==> src/rtl/itlb4_pkg.sv <==
package itlb4_pkg;
    localparam int WAYS  = 4;
    localparam int WAY_W = 2;
    localparam int LRU_W = 6;

    typedef enum logic {
        S_LOOKUP = 1'b0,
        S_REFILL = 1'b1
    } itlb_state_e;

    typedef enum logic [1:0] {
        PG_1K  = 2'd0,
        PG_4K  = 2'd1,
        PG_64K = 2'd2,
        PG_1M  = 2'd3
    } pg_size_e;

    // number of in-page offset bits for a size code
    function automatic int unsigned offset_bits(input logic [1:0] sz);
        case (sz)
            PG_1K:   return 10;
            PG_4K:   return 12;
            PG_64K:  return 16;
            default: return 20;
        endcase
    endfunction
endpackage

==> src/rtl/itlb4_match.sv <==
module itlb4_match
    import itlb4_pkg::*;
#(
    parameter int VA_W     = 32,
    parameter int PA_W     = 29,
    parameter int ASID_W   = 8,
    parameter int PG_SHIFT = 10
) (
    input  logic [WAYS-1:0]                     ent_valid,
    input  logic [WAYS-1:0]                     ent_shared,
    input  logic [WAYS-1:0][VA_W-PG_SHIFT-1:0]  ent_vpn,
    input  logic [WAYS-1:0][PA_W-PG_SHIFT-1:0]  ent_ppn,
    input  logic [WAYS-1:0][1:0]                ent_size,
    input  logic [WAYS-1:0][ASID_W-1:0]         ent_asid,
    input  logic [VA_W-1:0]                     vaddr,
    input  logic [ASID_W-1:0]                   asid,
    input  logic                                check_asid,
    output logic [WAYS-1:0]                     match_vec,
    output logic                                single_hit,
    output logic                                multi_hit,
    output logic [WAY_W-1:0]                    hit_way,
    output logic [PA_W-1:0]                     hit_paddr
);
    logic [PA_W-1:0] way_pa [WAYS];

    for (genvar g = 0; g < WAYS; g++) begin : g_way
        logic [VA_W-1:0] off_mask;
        logic [VA_W-1:0] page_base;
        logic [PA_W-1:0] frame_base;
        logic            tag_ok;

        assign off_mask   = ~({VA_W{1'b1}} << offset_bits(ent_size[g]));
        assign page_base  = {ent_vpn[g], {PG_SHIFT{1'b0}}} & ~off_mask;
        assign frame_base = {ent_ppn[g], {PG_SHIFT{1'b0}}} & ~off_mask[PA_W-1:0];
        assign tag_ok     = ent_shared[g] || !check_asid || (ent_asid[g] == asid);
        assign match_vec[g] = ent_valid[g] && tag_ok &&
                              ((vaddr & ~off_mask) == page_base);
        assign way_pa[g]  = frame_base | (vaddr[PA_W-1:0] & off_mask[PA_W-1:0]);
    end

    always_comb begin
        multi_hit  = (match_vec & (match_vec - WAYS'(1))) != '0;
        single_hit = (match_vec != '0) && !multi_hit;
        hit_way    = '0;
        hit_paddr  = '0;
        for (int i = 0; i < WAYS; i++) begin
            if (match_vec[i]) begin
                hit_way   = WAY_W'(i);
                hit_paddr = hit_paddr | way_pa[i];
            end
        end
    end
endmodule

==> src/rtl/itlb4_lru.sv <==
module itlb4_lru
    import itlb4_pkg::*;
(
    input  logic             clk,
    input  logic             rst_n,
    input  logic             load_en,
    input  logic [LRU_W-1:0] load_val,
    input  logic             upd_en,
    input  logic [WAY_W-1:0] upd_way,
    output logic [LRU_W-1:0] lru_q,
    output logic [WAY_W-1:0] victim_way,
    output logic             victim_ok
);
    logic [LRU_W-1:0] lru_nx;

    // pairwise age bits: [5]=0v1 [4]=0v2 [3]=0v3 [2]=1v2 [1]=1v3 [0]=2v3
    always_comb begin
        lru_nx = lru_q;
        unique case (upd_way)
            2'd0: lru_nx[5:3] = 3'b000;
            2'd1: begin
                lru_nx[5]   = 1'b1;
                lru_nx[2:1] = 2'b00;
            end
            2'd2: begin
                lru_nx[4] = 1'b1;
                lru_nx[2] = 1'b1;
                lru_nx[0] = 1'b0;
            end
            2'd3: begin
                lru_nx[3] = 1'b1;
                lru_nx[1] = 1'b1;
                lru_nx[0] = 1'b1;
            end
        endcase
    end

    always_ff @(posedge clk) begin
        if (!rst_n)       lru_q <= '0;
        else if (load_en) lru_q <= load_val;
        else if (upd_en)  lru_q <= lru_nx;
    end

    always_comb begin
        victim_ok  = 1'b1;
        victim_way = 2'd0;
        if (lru_q[5] && lru_q[4] && lru_q[3])        victim_way = 2'd0;
        else if (!lru_q[5] && lru_q[2] && lru_q[1])  victim_way = 2'd1;
        else if (!lru_q[4] && !lru_q[2] && lru_q[0]) victim_way = 2'd2;
        else if (!lru_q[3] && !lru_q[1] && !lru_q[0]) victim_way = 2'd3;
        else                                          victim_ok  = 1'b0;
    end
endmodule

==> src/rtl/itlb4_plru.sv <==
module itlb4_plru
    import itlb4_pkg::*;
#(
    parameter int VA_W     = 32,
    parameter int PA_W     = 29,
    parameter int ASID_W   = 8,
    parameter int PG_SHIFT = 10
) (
    input  logic                     clk,
    input  logic                     rst_n,
    input  logic                     lookup_valid,
    input  logic [VA_W-1:0]          lookup_vaddr,
    input  logic [ASID_W-1:0]        cur_asid,
    input  logic                     priv_mode,
    input  logic                     single_vspace,
    input  logic                     lru_load,
    input  logic [5:0]               lru_load_val,
    input  logic                     fill_valid,
    input  logic [VA_W-PG_SHIFT-1:0] fill_vpn,
    input  logic [PA_W-PG_SHIFT-1:0] fill_ppn,
    input  logic [1:0]               fill_size,
    input  logic [ASID_W-1:0]        fill_asid,
    input  logic                     fill_shared,
    output logic                     rsp_valid,
    output logic                     rsp_hit,
    output logic                     rsp_miss,
    output logic                     rsp_multi,
    output logic [1:0]               rsp_idx,
    output logic [PA_W-1:0]          rsp_paddr,
    output logic                     rsp_lru_err,
    output logic                     refill_req,
    output logic [VA_W-1:0]          refill_vaddr,
    output logic [5:0]               lru_state
);
    localparam int VPN_W = VA_W - PG_SHIFT;
    localparam int PPN_W = PA_W - PG_SHIFT;

    itlb_state_e state_q, state_nx;

    logic [WAYS-1:0]              ent_valid, ent_shared;
    logic [WAYS-1:0][VPN_W-1:0]   ent_vpn;
    logic [WAYS-1:0][PPN_W-1:0]   ent_ppn;
    logic [WAYS-1:0][1:0]         ent_size;
    logic [WAYS-1:0][ASID_W-1:0]  ent_asid;

    logic [WAYS-1:0]  match_vec;
    logic             single_hit, multi_hit;
    logic [WAY_W-1:0] hit_way, victim_way, victim_q, upd_way;
    logic [PA_W-1:0]  hit_paddr;
    logic             victim_ok, check_asid, accept, no_match, upd_en, fill_take;

    assign check_asid = !(single_vspace && priv_mode);
    assign accept     = (state_q == S_LOOKUP) && lookup_valid;
    assign no_match   = !single_hit && !multi_hit;
    assign fill_take  = (state_q == S_REFILL) && fill_valid;
    assign upd_en     = (accept && single_hit) || fill_take;
    assign upd_way    = (state_q == S_REFILL) ? victim_q : hit_way;

    itlb4_match #(
        .VA_W(VA_W), .PA_W(PA_W), .ASID_W(ASID_W), .PG_SHIFT(PG_SHIFT)
    ) u_match (
        .ent_valid (ent_valid),
        .ent_shared(ent_shared),
        .ent_vpn   (ent_vpn),
        .ent_ppn   (ent_ppn),
        .ent_size  (ent_size),
        .ent_asid  (ent_asid),
        .vaddr     (lookup_vaddr),
        .asid      (cur_asid),
        .check_asid(check_asid),
        .match_vec (match_vec),
        .single_hit(single_hit),
        .multi_hit (multi_hit),
        .hit_way   (hit_way),
        .hit_paddr (hit_paddr)
    );

    itlb4_lru u_lru (
        .clk       (clk),
        .rst_n     (rst_n),
        .load_en   (lru_load),
        .load_val  (lru_load_val),
        .upd_en    (upd_en),
        .upd_way   (upd_way),
        .lru_q     (lru_state),
        .victim_way(victim_way),
        .victim_ok (victim_ok)
    );

    // state register
    always_ff @(posedge clk) begin
        if (!rst_n) state_q <= S_LOOKUP;
        else        state_q <= state_nx;
    end

    always_comb begin
        state_nx = state_q;
        unique case (state_q)
            S_LOOKUP: if (accept && no_match && victim_ok) state_nx = S_REFILL;
            S_REFILL: if (fill_valid)                      state_nx = S_LOOKUP;
        endcase
    end

    // registered outputs
    always_ff @(posedge clk) begin
        if (!rst_n) begin
            rsp_valid    <= 1'b0;
            rsp_hit      <= 1'b0;
            rsp_miss     <= 1'b0;
            rsp_multi    <= 1'b0;
            rsp_idx      <= '0;
            rsp_paddr    <= '0;
            rsp_lru_err  <= 1'b0;
            refill_req   <= 1'b0;
            refill_vaddr <= '0;
            victim_q     <= '0;
        end else begin
            rsp_valid   <= accept;
            rsp_hit     <= accept && single_hit;
            rsp_multi   <= accept && multi_hit;
            rsp_miss    <= accept && no_match;
            rsp_lru_err <= accept && no_match && !victim_ok;
            rsp_idx     <= (accept && single_hit) ? hit_way : '0;
            rsp_paddr   <= (accept && single_hit) ? hit_paddr : '0;
            if (state_q == S_LOOKUP && state_nx == S_REFILL) begin
                refill_req   <= 1'b1;
                refill_vaddr <= lookup_vaddr;
                victim_q     <= victim_way;
            end else if (fill_take) begin
                refill_req <= 1'b0;
            end
        end
    end

    // entry storage
    always_ff @(posedge clk) begin
        if (!rst_n) begin
            ent_valid  <= '0;
            ent_shared <= '0;
            ent_vpn    <= '0;
            ent_ppn    <= '0;
            ent_size   <= '0;
            ent_asid   <= '0;
        end else if (fill_take) begin
            ent_valid[victim_q]  <= 1'b1;
            ent_shared[victim_q] <= fill_shared;
            ent_vpn[victim_q]    <= fill_vpn;
            ent_ppn[victim_q]    <= fill_ppn;
            ent_size[victim_q]   <= fill_size;
            ent_asid[victim_q]   <= fill_asid;
        end
    end

    // exactly one outcome per response
    p_one_outcome_r12: assert property (@(posedge clk) disable iff (!rst_n)
        rsp_valid |-> $countones({rsp_hit, rsp_miss, rsp_multi}) == 1);

    // hit updates the pairwise bits of the hit way
    p_hit_way0_r6: assert property (@(posedge clk) disable iff (!rst_n)
        rsp_hit && rsp_idx == 2'd0 && !$past(lru_load) |-> lru_state[5:3] == 3'b000);
    p_hit_way1_r6: assert property (@(posedge clk) disable iff (!rst_n)
        rsp_hit && rsp_idx == 2'd1 && !$past(lru_load) |-> lru_state[5] && lru_state[2:1] == 2'b00);
    p_hit_way2_r6: assert property (@(posedge clk) disable iff (!rst_n)
        rsp_hit && rsp_idx == 2'd2 && !$past(lru_load) |-> lru_state[4] && lru_state[2] && !lru_state[0]);
    p_hit_way3_r6: assert property (@(posedge clk) disable iff (!rst_n)
        rsp_hit && rsp_idx == 2'd3 && !$past(lru_load) |-> lru_state[3] && lru_state[1] && lru_state[0]);

    // request held with its address until the fill
    p_req_hold_r8: assert property (@(posedge clk) disable iff (!rst_n)
        refill_req && !fill_valid |=> refill_req && $stable(refill_vaddr));

    // no responses while waiting
    p_quiet_wait_r8: assert property (@(posedge clk) disable iff (!rst_n)
        refill_req && $past(refill_req) |-> !rsp_valid);

    // multiple hit leaves replacement state alone and asks nothing
    p_multi_keeps_r5: assert property (@(posedge clk) disable iff (!rst_n)
        rsp_multi && !$past(lru_load) |-> $stable(lru_state) && !refill_req);

    // error only on a miss, never with a refill
    p_err_no_req_r10: assert property (@(posedge clk) disable iff (!rst_n)
        rsp_lru_err |-> rsp_miss && !refill_req);
endmodule

==> config.mk <==
export PLATFORM = sky130hd
export DESIGN_NAME = itlb4_plru
export DESIGN_NICKNAME = d
export VERILOG_FILES = /design/src/rtl/itlb4_pkg.sv /design/src/rtl/itlb4_match.sv /design/src/rtl/itlb4_lru.sv /design/src/rtl/itlb4_plru.sv
export SDC_FILE = /design/constraint.sdc
export NUM_CORES = 1
export LEC_CHECK = 0
export BUFFER_PORTS_ARGS = -buffer_cell sky130_fd_sc_hd__buf_4
export CAP_MARGIN = 30
export CORE_UTILIZATION = 25
export DETAILED_ROUTE_END_ITERATION = 8
export SLEW_MARGIN = 20
export SYNTH_ARGS = -nofsm -noshare
export SYNTH_HDL_FRONTEND = slang
export SYNTH_SLANG_ARGS = --single-unit
==> constraint.sdc <==
create_clock -name clk -period 2.9 [get_ports clk]
set_input_delay 0.58 -clock clk [delete_from_list [all_inputs] [get_ports clk]]
set_output_delay 0.58 -clock clk [all_outputs]
set_load 0.005 [all_outputs]
==> impl_results.md <==
* Initial DRC Count at 839
* Sequential area share after synthesis at 47.5%
* Die Ht at 223 um
* Layout Utilization at 34.0%
* Fin. max-slew vios at 0
* Status: finished with violations
* CP max FO at 5
* Grt ovf at 0
* Fin crit share at 102%
* Pre-antenna DRT Iters at 5
* Share of the synthesized area in the top cell type at 47.5%
* EDFF count, synth at 0
* CP Launch Type: register
* Nets at 1800
* Clock Root Buffer: clkbuf_16
* Pre-CTS WS at -0.585 ns
* Failing checks: setup timing
* GPL Wtd Cong at 0.845
* Post-route cell area at 0.0163 mm^2
* Commonest non-fill, non-tap cell in the layout: nand2_1
* Layout cells sized above 1 at 24.6%
* Number of global-route vias before repair at 10.8k
* CORE AREA at 0.0479 mm^2
* Clk_lat worst skew at 0.56 ns
* Final hold vios at 0
* CP Cell Sequence: xnor2_2 -> nand3_2 -> or4_4 -> nor4b_4 -> buf_4 -> nor2_2 -> a221o_1 -> a21o_1 -> a211oi_2 -> a211oi_2
* DR WL/cell at 17.6 um
* Slew headroom at 51.2%
* # fillers at 4906
* RSZ-0062 raised after global routing: yes
* Data required time of the critical path at 3.31 ns
* Fin crit period at 2.97 ns
* Layout area overhead at 33.5%
* Tot GR Track Use at 16.3%
* IO buf count at 179
* Num rows at 80
* CTS tree: done
* Hold/Removal Path Class: input pin to register
* Die Width at 223 um
* Synth top area cells: dfxtp_1 47%, nand2_1 14%, a21oi_1 10%
* Crit-path slowest cell: or4_4
* Post-synthesis register bit count at 290
* Initial antenna violation count at 7
* Clock sinks at 290
* CTS buffer count at 36
* Max incr delay on CP at 0.58 ns
* Sum Neg Setup Slack at -0.153 ns
* # setup viols final at 4
* Syn avg cell area at 8.18 um^2
* First-pass GRT wire length at 63300 um
* I/O pin cnt at 180
* Clk slew on worst S/H paths at 0.05 ns
* Residual DRC at 0
* Post-Synthesis Cells at 1494
* Primary FF master, synth: dfxtp_1
* Pleak at 6.27 nW
* Highest-count cells in the layout ignoring fill and taps: 440 x nand2_1, 281 x dfxtp_1, 266 x buf_4, 245 x a21oi_1, 73 x xor2_1
* DRT antenna net count at 0
* Pwr/cell area at 598 mW/mm^2
* Setup Crit Path Kind: register to register
* Syn_nets at 1599
* Worst Path Arrival at 3.37 ns
* Drt total wl at 41100 um
* Mapped cell area at 0.0122 mm^2
* Synth unique cells at 46
* Post-DP HPWL at 27300 um
* Vias/cell at 4.74
* Synth area leader: dfxtp_1
* Die area at 0.0498 mm^2
* Skew final at 0.0192 ns
* Vias at 11.1k
* Async S/R FF share, synth at 0%
* Largest net degree at the start of global routing at 68
* Maximum vdd drop at 0.323 mV
* Max cap viols at 0
* Crit end category: register
* Starting Density at 25.5%
* Fin worst setup slack at -0.0671 ns
* Worst-Margin Slew at 0.731 ns
* Clock Tree Buf Depth at 3
* YS warnings at 0
* H-tree depth at 2
* F_max at 337 MHz
* Cell mode on critical path: a211oi_2
* Placed inst area at 0.0148 mm^2
[path summary, 6_finish.rpt]
| kind | to | startpoint | slack [ns] | cells after the start |
|---|---|---|---|---|
| hold / removal | rsp_paddr[0] | lookup_vaddr[0] | 0.26 | 2 |
| setup reg to reg | u_lru.lru_q[1] | ent_vpn[11] | -0.07 | 10 |
| hold reg to reg | ent_ppn[64] | ent_ppn[64] | 0.45 | 2 |
| setup / recovery | u_lru.lru_q[1] | ent_vpn[11] | -0.07 | 10 |
[critical path, delay by kind of cell (launching register included)]
family,cells,cell delay [ns]
AO/OA/AOI/OAI,4,1.01
buffers and inverters,1,0.20
XOR/XNOR,1,0.20
AND/OR/NAND/NOR,4,1.09
flip-flops,1,0.33
[logic make-up after synthesis]
group                  count (synthesis)  share of synthesized area, %
multiplexers                          71                          6.13
AND/OR/NAND/NOR                      570                          19.2
buffers and inverters                123                          4.04
XOR/XNOR                             122                          8.74
flip-flops                           290                          47.5
AO/OA/AOI/OAI                        318                          14.4
[power breakdown]
group          internal (mW)  switching (mW)  total [mW]  leakage [nW]
clock network           2.95            1.84        4.79         0.624
logic                  0.394           0.449       0.842          3.30
registers               4.07          0.0646        4.13          2.35
total                   7.41            2.36        9.77          6.27
[state kept, by name (all words and copies together) (netlist names), 2 cells and up]
register,flops
ent_asid,32
ent_ppn,76
ent_shared,4
ent_size,8
ent_valid,4
ent_vpn,88
refill_vaddr,32
rsp_idx,2
rsp_paddr,29
u_lru.lru_q,6
victim_q,2
[stage by stage]
stage	power, mW	instances	hold slack [ns]
2_1_floorplan	4.59	1494	0.432
3_3_place_gp	5.02	2267	0.439
3_5_place_dp	5.03	2267	0.447
4_1_cts	9.87	2334	0.226
5_1_grt	10.1	2339	0.238
6_report	9.77	2339	0.259
[layout make-up]
type | instances | area [um^2] | share of cell area [%]
Antenna cell | 2 | 5.00 | 0.0307
Clock buffer | 45 | 975 | 5.97
Clock inverter | 20 | 287 | 1.76
Inverter | 5 | 23.8 | 0.146
Multi-Input combinational cell | 1081 | 6160 | 37.7
Sequential cell | 290 | 5820 | 35.6
Tap cell | 615 | 769 | 4.71
Timing Repair Buffer | 281 | 2290 | 14.0
[cells in the mapped netlist (2+ instances only)]
cell and count:
mux2i_1 40, o211a_1 2, o21bai_1 2, nor3_1 6, a211oi_1 4, nor2_2 2
nor4b_4 2, xor2_1 75, xnor2_1 47, inv_1 4, nand4_1 9, a31oi_1 2
dfxtp_1 290, nor2_1 58, clkbuf_1 94, a21o_1 2, a21oi_1 245, buf_2 23
mux2_2 31, and3_1 18, a41oi_1 2, a221oi_1 6, nand2_1 440, nand3_1 11
o21ai_0 15, o21ai_1 4, nor4_1 13, or3_1 2, a22oi_1 24, and2_1 4
o221a_1 2
[layer usage]
layer / track usage [%] / vias to the layer above / share of wire [%]
met5: 0 / - / 0.15
met4: 6.85 / 10 / 3.0
met3: 4.06 / 87 / 7.9
met2: 26.4 / 413 / 46
met1: 20.7 / 5216 / 43
li1: - / 5363 / -
[timing repair]
item | CTS | global route
resized for setup | 21 | 21
hold buffers | 0 | 0
endpoints found under the setup margin | 64 | 18
pin swaps | 13 | 18
setup buffers | 3 | 4
(Power assumes the default switching activity.)
